**config.mk**
```make
export PLATFORM = sky130hd
export DESIGN_NAME = dual_timer
export DESIGN_NICKNAME = d
export VERILOG_FILES = /design/src/rtl/timer_pkg.sv /design/src/rtl/timer_regdec.sv /design/src/rtl/timer_prescaler.sv /design/src/rtl/timer_channel.sv /design/src/rtl/dual_timer.sv
export SDC_FILE = /design/constraint.sdc
export NUM_CORES = 1
export LEC_CHECK = 0
export ABC_AREA = 1
export BUFFER_PORTS_ARGS = -buffer_cell sky130_fd_sc_hd__buf_4
export CAP_MARGIN = 20
export CORE_MARGIN = 4
export CORE_UTILIZATION = 25
export CTS_CLUSTER_DIAMETER = 80
export CTS_CLUSTER_SIZE = 25
export DETAILED_ROUTE_END_ITERATION = 10
export SLEW_MARGIN = 30
export SYNTH_ARGS = -nofsm -noshare
export SYNTH_HDL_FRONTEND = slang
export SYNTH_HIERARCHICAL = 1
export SYNTH_SLANG_ARGS = --single-unit
```
**constraint.sdc**
```tcl
create_clock -name clk -period 4.1 [get_ports clk]
set_clock_uncertainty 0.1 [all_clocks]
set_input_delay 0.205 -clock clk [delete_from_list [all_inputs] [get_ports clk]]
set_output_delay 0.205 -clock clk [all_outputs]
set_load 0.005 [all_outputs]
```
**src/rtl/timer_pkg.sv**
```systemverilog
package timer_pkg;

    localparam int DATA_W  = 16;
    localparam int PSC_W   = 4;
    localparam int MAX_PSC = 8;
    localparam int DIV_W   = MAX_PSC;

    localparam int CTRL_IEN_BIT = 8;
    localparam int CTRL_RUN_BIT = 5;
    localparam int CTRL_OS_BIT  = 4;

    typedef enum logic [1:0] {
        SEL_CTRL  = 2'd0,
        SEL_STAT  = 2'd1,
        SEL_LIMIT = 2'd2,
        SEL_COUNT = 2'd3
    } reg_sel_t;

    typedef struct packed {
        logic             ien;
        logic             run;
        logic             oneshot;
        logic [PSC_W-1:0] psc;
    } ctrl_t;

    function automatic reg_sel_t sel_of(input int r);
        case (r)
            0:       return SEL_CTRL;
            1:       return SEL_STAT;
            2:       return SEL_LIMIT;
            default: return SEL_COUNT;
        endcase
    endfunction

    function automatic logic [DATA_W-1:0] ctrl_to_word(input ctrl_t c);
        logic [DATA_W-1:0] w;
        w               = '0;
        w[CTRL_IEN_BIT] = c.ien;
        w[CTRL_RUN_BIT] = c.run;
        w[CTRL_OS_BIT]  = c.oneshot;
        w[PSC_W-1:0]    = c.psc;
        return w;
    endfunction

    function automatic ctrl_t word_to_ctrl(input logic [DATA_W-1:0] w);
        ctrl_t c;
        c.ien     = w[CTRL_IEN_BIT];
        c.run     = w[CTRL_RUN_BIT];
        c.oneshot = w[CTRL_OS_BIT];
        c.psc     = w[PSC_W-1:0];
        return c;
    endfunction

    // Terminal value of the divider for a prescaler code, clamped to MAX_PSC.
    function automatic logic [DIV_W-1:0] div_mask(input logic [PSC_W-1:0] p);
        logic [DIV_W-1:0] m;
        int               e;
        e = (int'(p) > MAX_PSC) ? MAX_PSC : int'(p);
        for (int i = 0; i < DIV_W; i++) begin
            m[i] = (i < e);
        end
        return m;
    endfunction

endpackage

```
**src/rtl/timer_regdec.sv**
```systemverilog
module timer_regdec
    import timer_pkg::*;
#(
    parameter int NUM_CH = 2,
    parameter int ADDR_W = 9,
    parameter int BASE   = 'h80,
    parameter int STRIDE = 'h80,
    parameter int CH_W   = 1
) (
    input  logic [ADDR_W-1:0] addr_i,
    output logic              hit_o,
    output logic [CH_W-1:0]   ch_o,
    output reg_sel_t          sel_o
);

    localparam int REGS_PER_CH = 4;
    localparam int WORD_BYTES  = 4;

    always_comb begin
        hit_o = 1'b0;
        ch_o  = '0;
        sel_o = SEL_CTRL;
        for (int c = 0; c < NUM_CH; c++) begin
            for (int r = 0; r < REGS_PER_CH; r++) begin
                if (addr_i == ADDR_W'(BASE + c * STRIDE + r * WORD_BYTES)) begin
                    hit_o = 1'b1;
                    ch_o  = CH_W'(c);
                    sel_o = sel_of(r);
                end
            end
        end
    end

endmodule

```
**src/rtl/timer_prescaler.sv**
```systemverilog
module timer_prescaler
    import timer_pkg::*;
(
    input  logic             clk,
    input  logic             rst_n,
    input  logic             clr_i,
    input  logic             run_i,
    input  logic [PSC_W-1:0] psc_i,
    output logic             tick_o
);

    logic [DIV_W-1:0] div_q;
    logic [DIV_W-1:0] term;

    assign term   = div_mask(psc_i);
    assign tick_o = run_i && (div_q == term);

    always_ff @(posedge clk) begin
        if (!rst_n) begin
            div_q <= '0;
        end else if (clr_i || !run_i || tick_o) begin
            div_q <= '0;
        end else begin
            div_q <= div_q + 1'b1;
        end
    end

endmodule

```
**src/rtl/timer_channel.sv**
```systemverilog
module timer_channel
    import timer_pkg::*;
(
    input  logic              clk,
    input  logic              rst_n,
    input  logic              wr_ctrl_i,
    input  logic              wr_stat_i,
    input  logic              wr_limit_i,
    input  logic [DATA_W-1:0] wdata_i,
    output logic [DATA_W-1:0] ctrl_word_o,
    output logic              stat_o,
    output logic [DATA_W-1:0] limit_o,
    output logic [DATA_W-1:0] count_o,
    output logic              run_o,
    output logic              ien_o,
    output logic              oneshot_o,
    output logic              irq_o
);

    ctrl_t             ctrl_q;
    ctrl_t             ctrl_wr;
    logic [DATA_W-1:0] limit_q;
    logic [DATA_W-1:0] cnt_q;
    logic [DATA_W-1:0] cnt_nxt;
    logic              stat_q;
    logic              start;
    logic              tick;
    logic              match;

    assign ctrl_wr = word_to_ctrl(wdata_i);
    assign start   = wr_ctrl_i && ctrl_wr.run && !ctrl_q.run;
    assign cnt_nxt = cnt_q + 1'b1;
    assign match   = tick && (cnt_nxt == limit_q);

    timer_prescaler u_psc (
        .clk    (clk),
        .rst_n  (rst_n),
        .clr_i  (start),
        .run_i  (ctrl_q.run),
        .psc_i  (ctrl_q.psc),
        .tick_o (tick)
    );

    always_ff @(posedge clk) begin
        if (!rst_n) begin
            ctrl_q <= '0;
        end else if (wr_ctrl_i) begin
            ctrl_q <= ctrl_wr;
        end else if (match && ctrl_q.oneshot) begin
            ctrl_q.run <= 1'b0;
        end
    end

    always_ff @(posedge clk) begin
        if (!rst_n) begin
            limit_q <= '0;
        end else if (wr_limit_i) begin
            limit_q <= wdata_i;
        end
    end

    always_ff @(posedge clk) begin
        if (!rst_n) begin
            cnt_q <= '0;
        end else if (start) begin
            cnt_q <= '0;
        end else if (tick) begin
            cnt_q <= match ? '0 : cnt_nxt;
        end
    end

    always_ff @(posedge clk) begin
        if (!rst_n) begin
            stat_q <= 1'b0;
        end else if (match) begin
            stat_q <= 1'b1;
        end else if (wr_stat_i && wdata_i[0]) begin
            stat_q <= 1'b0;
        end
    end

    assign ctrl_word_o = ctrl_to_word(ctrl_q);
    assign stat_o      = stat_q;
    assign limit_o     = limit_q;
    assign count_o     = cnt_q;
    assign run_o       = ctrl_q.run;
    assign ien_o       = ctrl_q.ien;
    assign oneshot_o   = ctrl_q.oneshot;
    assign irq_o       = stat_q & ctrl_q.ien;

endmodule

```
**src/rtl/dual_timer.sv**
```systemverilog
module dual_timer
    import timer_pkg::*;
#(
    parameter int NUM_CH = 2,
    parameter int ADDR_W = 9,
    parameter int BASE   = 'h80,
    parameter int STRIDE = 'h80
) (
    input  logic              clk,
    input  logic              rst_n,
    input  logic [ADDR_W-1:0] bus_addr,
    input  logic              bus_wr,
    input  logic [DATA_W-1:0] bus_wdata,
    output logic [DATA_W-1:0] bus_rdata,
    output logic [NUM_CH-1:0] irq
);

    localparam int CH_W = (NUM_CH > 1) ? $clog2(NUM_CH) : 1;

    logic                     hit;
    logic [CH_W-1:0]          ch_sel;
    reg_sel_t                 reg_sel;

    logic [DATA_W-1:0]        ctrl_word [NUM_CH];
    logic [DATA_W-1:0]        limit_w   [NUM_CH];
    logic [DATA_W-1:0]        count_w   [NUM_CH];
    logic [NUM_CH-1:0]        stat_v;
    logic [NUM_CH-1:0]        run_v;
    logic [NUM_CH-1:0]        ien_v;
    logic [NUM_CH-1:0]        os_v;
    logic [NUM_CH*DATA_W-1:0] cnt_v;

    timer_regdec #(
        .NUM_CH (NUM_CH),
        .ADDR_W (ADDR_W),
        .BASE   (BASE),
        .STRIDE (STRIDE),
        .CH_W   (CH_W)
    ) u_dec (
        .addr_i (bus_addr),
        .hit_o  (hit),
        .ch_o   (ch_sel),
        .sel_o  (reg_sel)
    );

    for (genvar c = 0; c < NUM_CH; c++) begin : g_ch
        logic mine;
        assign mine = bus_wr && hit && (ch_sel == CH_W'(c));

        timer_channel u_ch (
            .clk         (clk),
            .rst_n       (rst_n),
            .wr_ctrl_i   (mine && (reg_sel == SEL_CTRL)),
            .wr_stat_i   (mine && (reg_sel == SEL_STAT)),
            .wr_limit_i  (mine && (reg_sel == SEL_LIMIT)),
            .wdata_i     (bus_wdata),
            .ctrl_word_o (ctrl_word[c]),
            .stat_o      (stat_v[c]),
            .limit_o     (limit_w[c]),
            .count_o     (count_w[c]),
            .run_o       (run_v[c]),
            .ien_o       (ien_v[c]),
            .oneshot_o   (os_v[c]),
            .irq_o       (irq[c])
        );

        assign cnt_v[c*DATA_W +: DATA_W] = count_w[c];
    end

    always_comb begin
        bus_rdata = '0;
        if (hit) begin
            case (reg_sel)
                SEL_CTRL:  bus_rdata = ctrl_word[ch_sel];
                SEL_STAT:  bus_rdata = {{(DATA_W-1){1'b0}}, stat_v[ch_sel]};
                SEL_LIMIT: bus_rdata = limit_w[ch_sel];
                default:   bus_rdata = count_w[ch_sel];
            endcase
        end
    end

endmodule

```
; Yosys cells after proc, flatten, opt, wreduce, memory -nomap -nowiden
; Cells that the tools add are included.
[word_totals]
regBits = 96
input_bits = 28
out_inout_bits = 18
wordCells = 139
[classes]
addsub = 4
order_cmp = 20
eq_ne = 14
mux = 44
n_bitwise = 5
n_reduce_logical = 36
[ops]
columns = cell, count
row1 = 16-bit two-way mux, 11
row2 = 16-bit case mux with 3 select lines, 1
row3 = 9-bit by 8-bit == test with 1-bit output (second input constant), 4
row4 = 9-bit == test (second input constant), 4
row5 = 16-bit by 1-bit adder with 16-bit output (second input constant), 2
row6 = 16-bit == test, 2
row7 = 3-bit by 4-bit less-than comparator with 1-bit output (first input constant), 8
row8 = 1-bit two-way mux, 23
row9 = 1-bit logical AND, 21
row10 = 8-bit by 1-bit adder with 8-bit output (second input constant), 2
row11 = 8-bit == test, 2
row12 = 1-bit by 4-bit less-than comparator with 1-bit output (first input constant), 4
row13 = 2-bit by 4-bit less-than comparator with 1-bit output (first input constant), 4
row14 = 2-bit two-way mux, 6
row15 = 9-bit two-way mux, 1
row16 = 4-bit > comparator (second input constant), 2
row17 = 4-bit two-way mux, 2
row18 = 2-bit nonzero test, 4
row19 = 2-bit OR reduction, 4
row20 = 1-bit logical OR, 4
row21 = 1-bit AND, 2
row22 = 2-bit by 1-bit == test with 1-bit output (second input constant), 1
row23 = 2-bit == test (second input constant), 1
row24 = 2-bit >= comparator (second input constant), 1
row25 = 5 further kinds, 7

; Logic depth before layout (Yosys ltp)
; Gate-level depths: netlist of run 1.
[depth]
ltp_word = 17
depth_mapped = 21
ltp_nobuf = 20

; By module
; Netlist of run 1, hierarchy kept.
[by_module_without_submodules]
columns = mod, n_inst, cells_per_inst, area_per_inst_um2, seq_area_each_um2
row1 = timer_channel, 2, 363, 2344.7, 800.8
row2 = dual_timer, 1, 299, 1277.5, 0.0
row3 = timer_prescaler, 2, 84, 556.8, 160.2
row4 = timer_regdec, 1, 24, 113.9, 0.0

; Worst setup path after synthesis of run 1
; Ideal clock, no wire load.
[synth_path]
path_type = input -> register
start = input port bus_addr[1]
end = register g_ch[1].u_ch.cnt_q[10]
setup_ns = 0.132
t_arrival_ns = 2.048
t_required_ns = 3.868
path_slack_ns = 1.819
path_stages = 14
path_buffers = 4
path_cell_list = nor2_2 inv_2 nor3_1 buf_6 buf_2 nand3_1 nor2_1 clkbuf_1 nand2_1 nor2_1 nor2_1 inv_1 clkbuf_1 a21oi_1
[synth_via]
word_cells_on_any_way = 34
classes_between = eq/ne: 8 / mux: 19 / reduce/logical: 7
[synth_rtl]
columns = element, line
row1 = start: declaration, dual_timer.sv:11  ; input logic [ADDR_W-1:0] bus_addr,
row2 = 9-bit == test, timer_regdec.sv:25  ; if (addr_i == ADDR_W'(BASE + c * STRIDE + r * WORD_BYTES)) begin
row3 = 1-bit two-way mux (3 in a row), timer_regdec.sv:25
row4 = 1-bit two-way mux (*), timer_regdec.sv:25
row5 = named net ch_sel, dual_timer.sv:21  ; logic [CH_W-1:0] ch_sel;
row6 = 1-bit logical AND (*), dual_timer.sv:48  ; assign mine = bus_wr && hit && (ch_sel == CH_W'(c));
row7 = 1-bit logical AND (*), dual_timer.sv:53  ; .wr_ctrl_i (mine && (reg_sel == SEL_CTRL)),
row8 = 1-bit logical AND (*) (2 in a row), timer_channel.sv:31  ; assign start = wr_ctrl_i && ctrl_wr.run && !ctrl_q.run;
row9 = named net g_ch[1].u_ch.start, timer_channel.sv:26  ; logic start;
row10 = 2-bit OR reduction (no source line) (*), --
row11 = end signal: assignment, timer_channel.sv:68  ; cnt_q <= match ? '0 : cnt_nxt;
row12 = end: declaration, timer_channel.sv:23  ; logic [DATA_W-1:0] cnt_q;
; Mark *: on every way through the listed nets, which the timed path passes. The rest lies on a longest branch.
; A chain may end at the register's enable or synchronous reset.

; Worst setup path in the final report of run 1
[layout_path]
start = register g_ch[1].u_ch.ctrl_q, in the netlist g_ch[1].u_ch/ctrl_word_o[2]
end = register g_ch[1].u_ch.cnt_q[14]
[layout_via]
elab_chain_len = 7
word_cells_on_any_way = 14
classes_between = order compare: 9 / eq/ne: 1 / mux: 2 / reduce/logical: 2
[layout_rtl]
columns = element, line
row1 = start: declaration, timer_channel.sv:20  ; ctrl_t ctrl_q;
row2 = start signal: assignment, timer_channel.sv:48  ; ctrl_q <= ctrl_wr;
row3 = 4-bit > comparator, timer_pkg.sv:58  ; e = (int'(p) > MAX_PSC) ? MAX_PSC : int'(p);
row4 = 4-bit two-way mux (*), timer_pkg.sv:58
row5 = "1-bit by 4-bit less-than comparator with 1-bit output, or another cell as far along", timer_pkg.sv:60  ; m[i] = (i < e);
row6 = 8-bit == test (*), timer_prescaler.sv:16  ; assign tick_o = run_i && (div_q == term);
row7 = 1-bit logical AND (*), timer_prescaler.sv:16
row8 = named net g_ch[1].u_ch.tick, timer_channel.sv:27  ; logic tick;
row9 = 1-bit logical AND, timer_channel.sv:33  ; assign match = tick && (cnt_nxt == limit_q);
row10 = 16-bit two-way mux, timer_channel.sv:68
; Marks and branches as above.

==> qor.yml, run 1 <==
logic_synthesis:
  synth.avg_cell_area_um2: 5.91
  synth.ff_latch_count: 96
  async_reset_ff_share_pct: 0
  ys_seq_area_share_pct: 26.7
  synth_edf_count: 0
  synth_flop_cell: "sky130_fd_sc_hd__dfxtp_1"
  synth.cell_area_um2: 7190
  yosys.area.top_type_share_pct: 26.7
  ys_types: 35
  cell_types_occupying_the_most_area_after_synthesis: "sky130_fd_sc_hd__dfxtp_1 27%, sky130_fd_sc_hd__nand2_1 21%, sky130_fd_sc_hd__nand3_1 8.7%, sky130_fd_sc_hd__inv_1 7.9%, sky130_fd_sc_hd__nor2_1 5.7%"
  synthesis.instances: 1217
  yosysWarnings: 6
  netlist.top_cell.by_area: "sky130_fd_sc_hd__dfxtp_1"
clocking:
  tritoncts: "built"
  path_clk_slew_ns: 0.06
  ctsResizeCount: 0
  tritoncts_num_sinks: 96
  clk_path_buf_depth: 2
  clock-root-buffer: "sky130_fd_sc_hd__clkbuf_16"
  clk-insertion-delay-late_ns: 0.35
  ctsHoldBuffers: 0
  number_of_cts_inserted_buffers: 9
  cts_post_setup_buffers_inserted: 0
  cts_max_level: 3
global_route:
  vias_in_the_first_global_route: 6832
  grt_remaining_overflow: 0
  first_pass_grt_wire_length_um: 34400
  grt_antenna_before_repair: 0
  pin_count_of_the_biggest_net_entering_global_routing: 49
  grt.total_usage_pct: 13.5
floorplan:
  die_ht_um: 178
  initial_core_util_pct: 25.6
  num_io_pins: 46
  die_area_um2: 31600
  core_area_um2: 28100
  num_rows: 61
  fp.dieW_um: 178
sta:
  setup_viol: 0
  timing_max_transition_violations_final: 0
  fmax_mhz: 302
  relSlewSlack_pct: 55.6
  min_period_over_period_pct: 80.8
  worstMarginPinSlew_ns: 0.665
  grt_setup_unrepaired: "false"
  fin_setup_tns_ns: 0
  fin_crit_ns: 3.31
  hold-worst-slack_ns: 0.0191
  report.final.hold_viol_count: 0
worst_setup_path:
  path_delay_family: "simple AND/OR/NAND/NOR gates"
  rr_worst_depth: 19
  cp_cell_sequence: "nand2_1 -> nand3_1 -> nand2_1 -> inv_2 -> nor2_1 -> nor2_2 -> nand3_2 -> inv_1 -> inv_1 -> a21oi_1 -> o211ai_1 -> nor2_1 -> nand2_1 -> nor2_1 -> nand2_1 -> nor2_2 -> nand2_4 -> nand3_1 -> a21oi_1"
  arrival_ns: 3.43
  crit_type: "reg2reg"
  path_buf_inv: 3
  critPathMaxFanout: 22
  slowest_stage: "sky130_fd_sc_hd__dfxtp_1"
  cp.depth: 19
  cp_slowest_stage_delay_ns: 0.45
  worstPathRequired_ns: 4.22
  capturing_element_type_of_the_critical_path: "flop"
  critical_path.most_common_cell: "sky130_fd_sc_hd__nand2_1"
  startpoint_type: "flop"
cells_and_area:
  layout.nets: 1266
  layout_common_cells: "394 x sky130_fd_sc_hd__nand2_1, 152 x sky130_fd_sc_hd__inv_1, 125 x sky130_fd_sc_hd__nand3_1"
  layout.cells.most_common: "sky130_fd_sc_hd__nand2_1"
  num_antenna_cells: 0
  flow.area_growth_from_synthesis_pct: 10.9
  layout.cell_area.non_filler_um2: 7980
  fraction_of_final_layout_cells_with_drive_strength_greater_than_1_pct: 12.6
placed_design:
  detailed_place_hpwl_um: 16100
  place.gp.congestion: 0.887
  dpl_cell_area_um2: 7710
  io_buffer_count: 45
power:
  max-vdd-ir-drop_mv: 0.147
  leakage_power_nw: 3.47
  pwr_density_cell_nw_per_um2: 229
hold_path:
  hold_path_class: "in2reg"
  worst_hold_path.num_cells: 3
routing:
  drt-wirelength-per-cell_um: 13.1
  final_antenna_net_count: 0
  drt_pass_1_iters: 5
  routed-via-count: 7281
  drt_first_iter_violations: 591
  drt_wl_total_um: 21200
  post-route-drc-count: 0
  mean_number_of_vias_per_cell: 4.51
job:
  drv_cap: 0
outcome:
  run_status: "finished, final reports clean"
## through the flow
stage / util [%] / instances / total power, mW / setup slack, ns
after floorplan: - / 1233 / 1.01 / 1.82
after global placement: 27.5 / 1601 / 1.04 / 0.883
after global routing: 28.4 / 1616 / 1.90 / 0.369
final: 28.4 / 1616 / 1.83 / 0.786
after CTS: 28.4 / 1616 / 1.85 / 0.821
after detailed placement: 27.5 / 1601 / 1.04 / 0.822
## flip-flops by register name, indices dropped and copies added, names as in the netlist
signal,flops
g_ch.u_ch/ien_o,2
g_ch.u_ch/ctrl_word_o,8
g_ch.u_ch/u_psc/div_q,16
g_ch.u_ch/run_o,2
g_ch.u_ch/oneshot_o,2
g_ch.u_ch/limit_o,32
g_ch.u_ch/stat_o,2
g_ch.u_ch/count_o,32
## kinds of logic after synthesis
| logic type | Yosys count | share of synthesized area (%) |
|---|---|---|
| DFF | 96 | 26.7 |
| AOI/OAI and AO/OA | 128 | 9.43 |
| xor gates and xnor gates | 18 | 2.19 |
| and+or+nand+nor | 742 | 46.5 |
| buffers and inverters | 227 | 14.3 |
| adders and majority gates | 4 | 0.696 |
| other | 2 | 0.104 |
## worst reg2reg max path: cells and delay by family, from the launching register on
| kind | cells | cell delay, ns |
|---|---|---|
| compound gates | 3 | 0.42 |
| flops | 1 | 0.45 |
| buf+inv | 3 | 0.85 |
| simple gates | 13 | 1.36 |
## routing by layer
| metal | vias to the layer above | part of all wire, % | track usage (%) |
|---|---|---|---|
| li1 | 3794 | - | - |
| met1 | 3309 | 47 | 17.8 |
| met2 | 152 | 46 | 22.5 |
| met3 | 26 | 4.9 | 2.85 |
| met4 | 0 | 2.0 | 3.80 |
| met5 | - | 0 | 0 |
## synth_stat cells, types with 15 or more instances
cell and instances:
sky130_fd_sc_hd__buf_4 24, sky130_fd_sc_hd__a21oi_1 63, sky130_fd_sc_hd__nor2_2 35, sky130_fd_sc_hd__nand4_1 20, sky130_fd_sc_hd__clkbuf_1 18, sky130_fd_sc_hd__nand2_1 394, sky130_fd_sc_hd__o21ai_0 51, sky130_fd_sc_hd__nand3_1 125
sky130_fd_sc_hd__nand2_2 15, sky130_fd_sc_hd__inv_1 152, sky130_fd_sc_hd__nor2_1 110, sky130_fd_sc_hd__dfxtp_1 96
## report_power, final
part	switching, mW	internal (mW)
Combinational	0.0543	0.0323
Sequential	0.000732	0.932
Clock	0.368	0.443
Total	0.423	1.41
## final cells by class
type / instances / area [µm²]
Clock buffer: 15 / 268
Fill cell: 3264 / 20100
Multi-Input combinational cell: 910 / 4310
Inverter: 165 / 622
Timing Repair Buffer: 52 / 390
Sequential cell: 96 / 1920
Tap cell: 378 / 473
## worst paths after layout
check	from	end	slack [ns]
worst min-delay path	bus_wdata[11]	g_ch[1].u_ch/limit_o[11]	0.02
worst max register to register	g_ch[1].u_ch/ctrl_word_o[2]	g_ch[1].u_ch/count_o[14]	0.79
worst max-delay path	g_ch[1].u_ch/ctrl_word_o[2]	g_ch[1].u_ch/count_o[14]	0.79
worst min register to register	g_ch[0].u_ch/limit_o[15]	g_ch[0].u_ch/limit_o[15]	0.39
Power figures use the tool's default switching activity.
==> run 2: changes to the inputs <==
Clock period 4.1 ns to 3.4 ns, I/O delays scaled along.
==> run 2 against run 1 <==
- combinational power rose by 26%
- total power rose by 27%
- count of clock-buffer cells in the layout fell by 1
- worst hold slack got worse by 0.0088 ns
- final cell count rose by 0.68%
- global-route usage rose by 0.10 points
- maximum frequency rose by 16%
- critical path depth rose by 1
- largest cell class unchanged
==> qor.yml, run 2 (synthesis gave the netlist of run 1 again) <==
floorplan:
  num_io_pins: 46
  num_rows: 61
  initial_core_util_pct: 25.6
  fp.dieW_um: 178
  die_ht_um: 178
  core_area_um2: 28100
  die_area_um2: 31600
clocking:
  clock-root-buffer: "sky130_fd_sc_hd__clkbuf_16"
  tritoncts: "built"
  number_of_cts_inserted_buffers: 9
  path_clk_slew_ns: 0.07
  clk-insertion-delay-late_ns: 0.36
  cts_post_setup_buffers_inserted: 0
  cts_max_level: 3
  clk_path_buf_depth: 2
  tritoncts_num_sinks: 96
global_route:
  vias_in_the_first_global_route: 6818
  grt_antenna_before_repair: 0
  pin_count_of_the_biggest_net_entering_global_routing: 49
  first_pass_grt_wire_length_um: 34700
  groute.layer.met2.usage_pct: 22.6
  grt_util_met3_pct: 2.02
  top_usage_layer: "met2"
  grt.total_usage_pct: 13.6
  grt_remaining_overflow: 0
  globalRouteMet1Util_pct: 18.5
sta:
  postLayoutSetupSlackWorst_ns: 0.554
  fmax_mhz: 351
  setup_viol: 0
  relSlewSlack_pct: 52.5
  timing_max_transition_violations_final: 0
  fin_setup_tns_ns: 0
  min_period_over_period_pct: 83.7
  worstMarginPinSlew_ns: 0.712
  grt_setup_unrepaired: "false"
  fin_crit_ns: 2.85
  report.final.hold_viol_count: 0
power:
  p_int_mw: 1.82
  seqPwrFrac_pct: 48.2
  leakage_power_nw: 3.55
  pwr-share-clk_pct: 47.1
  comb_power_share_pct: 4.7
  total_switching_power_mw: 0.517
  switching_share_pct: 22.1
  max-vdd-ir-drop_mv: 0.178
  pwr_density_cell_nw_per_um2: 288
cells_and_area:
  finalCoreUtilization_pct: 28.9
  layout.nets: 1276
  layout.cells.most_common: "sky130_fd_sc_hd__nand2_1"
  flow.area_growth_from_synthesis_pct: 12.9
  regArea_um2: 1920
  multiInputGateArea_um2: 4310
  layout_common_cells: "394 x sky130_fd_sc_hd__nand2_1, 152 x sky130_fd_sc_hd__inv_1, 125 x sky130_fd_sc_hd__nand3_1"
  final_cell_count_no_fill: 1627
  fillers: 3213
  num_antenna_cells: 0
  fraction_of_final_layout_cells_with_drive_strength_greater_than_1_pct: 13.2
worst_setup_path:
  arrival_ns: 2.96
  critPathMaxFanout: 22
  worstPathRequired_ns: 3.52
  crit_type: "reg2reg"
  startpoint_type: "flop"
  capturing_element_type_of_the_critical_path: "flop"
placed_design:
  dp_worst_setup_slack_ns: 0.563
  detailed_place_hpwl_um: 16200
  io_buffer_count: 45
  place.gp.congestion: 0.875
  place.detailed.instances: 1606
job:
  drv_cap: 0
routing:
  drt-wirelength-per-cell_um: 13.1
  drt_first_iter_violations: 594
  routed-via-count: 7312
  final_antenna_net_count: 0
  mean_number_of_vias_per_cell: 4.49
  drt_wl_total_um: 21300
  post-route-drc-count: 0
  drt_pass_1_iters: 5
outcome:
  run_status: "finished, final reports clean"
hold_path:
  hold_path_class: "in2reg"
run 2: changes by cell type in the layout (fill, tap and decap cells not counted):
cell                            change
sky130_fd_sc_hd__buf_4              +5
sky130_fd_sc_hd__dlygate4sd3_1      +5
sky130_fd_sc_hd__clkbuf_1           -3
sky130_fd_sc_hd__clkbuf_8           +2
sky130_fd_sc_hd__bufinv_16          +1
sky130_fd_sc_hd__clkinv_2           +1
run 2: worst max-delay path, cell delays in order (launching register included):
cell                       delay [ns]
sky130_fd_sc_hd__dfxtp_1         0.37
sky130_fd_sc_hd__nor2_2          0.23
sky130_fd_sc_hd__nand2_1         0.08
sky130_fd_sc_hd__nand2_1         0.06
sky130_fd_sc_hd__nand2_1         0.05
sky130_fd_sc_hd__inv_1           0.04
sky130_fd_sc_hd__nand2_1         0.05
sky130_fd_sc_hd__nor2_2          0.09
sky130_fd_sc_hd__nand3_2         0.10
sky130_fd_sc_hd__inv_1           0.09
sky130_fd_sc_hd__inv_1           0.29
sky130_fd_sc_hd__a21oi_1         0.23
sky130_fd_sc_hd__o211ai_1        0.11
sky130_fd_sc_hd__nor2_1          0.09
sky130_fd_sc_hd__nand2_1         0.05
sky130_fd_sc_hd__nor2_1          0.09
sky130_fd_sc_hd__nand2_1         0.07
sky130_fd_sc_hd__nor2_2          0.17
sky130_fd_sc_hd__nand2_4         0.17
sky130_fd_sc_hd__nand3_1         0.13
sky130_fd_sc_hd__a21oi_1         0.06
run 2: layout make-up:
cell class	instances	share of cell area [%]
Multi-Input combinational cell	910	53.0
Clock buffer	14	3.50
Tap cell	378	5.83
Sequential cell	96	23.7
Clock inverter	2	0.431
Inverter	165	7.66
Timing Repair Buffer	62	5.89
run 2: path summary, 6_finish.rpt:
check                              start                        to  slack [ns]  cells past startpoint
max          g_ch[1].u_ch/ctrl_word_o[2]  g_ch[1].u_ch/count_o[14]        0.55                     20
min                         bus_wdata[4]   g_ch[0].u_ch/limit_o[4]        0.01                      3
min reg2reg     g_ch[0].u_ch/limit_o[15]  g_ch[0].u_ch/limit_o[15]        0.39                      2
max reg2reg  g_ch[1].u_ch/ctrl_word_o[2]  g_ch[1].u_ch/count_o[14]        0.55                     20
run 2: metrics by stage:
step	hold slack (ns)	cell area, µm²	power (mW)
after floorplan	0.205	7250	1.22
after global placement	0.339	7750	1.26
after detailed placement	0.350	7750	1.26
after CTS	0.00283	8120	2.36
after global routing	0.0194	8120	2.40
final	0.0103	8120	2.33
run 2: power by group through the flow:
stage | clock, mW | combinational, mW | sequential [mW]
4_1_cts | 1.12 | 0.109 | 1.13
3_5_place_dp | 0 | 0.104 | 1.15
6_report | 1.10 | 0.109 | 1.13
5_1_grt | 1.16 | 0.122 | 1.12
2_1_floorplan | 0 | 0.0658 | 1.15
3_3_place_gp | 0 | 0.104 | 1.15
run 2: what timing repair did:
item / in CTS / in global routing
endpoints found under the hold margin: 10 / 0
hold buffers: 5 / 0
gates resized for setup: 0 / 0
run 2: routing by layer:
layer / share of wire [%] / wire length, µm
met2: 46 / 9900
met1: 47 / 10100
met4: 1.7 / 367
met3: 4.6 / 979
met5: 0 / 0
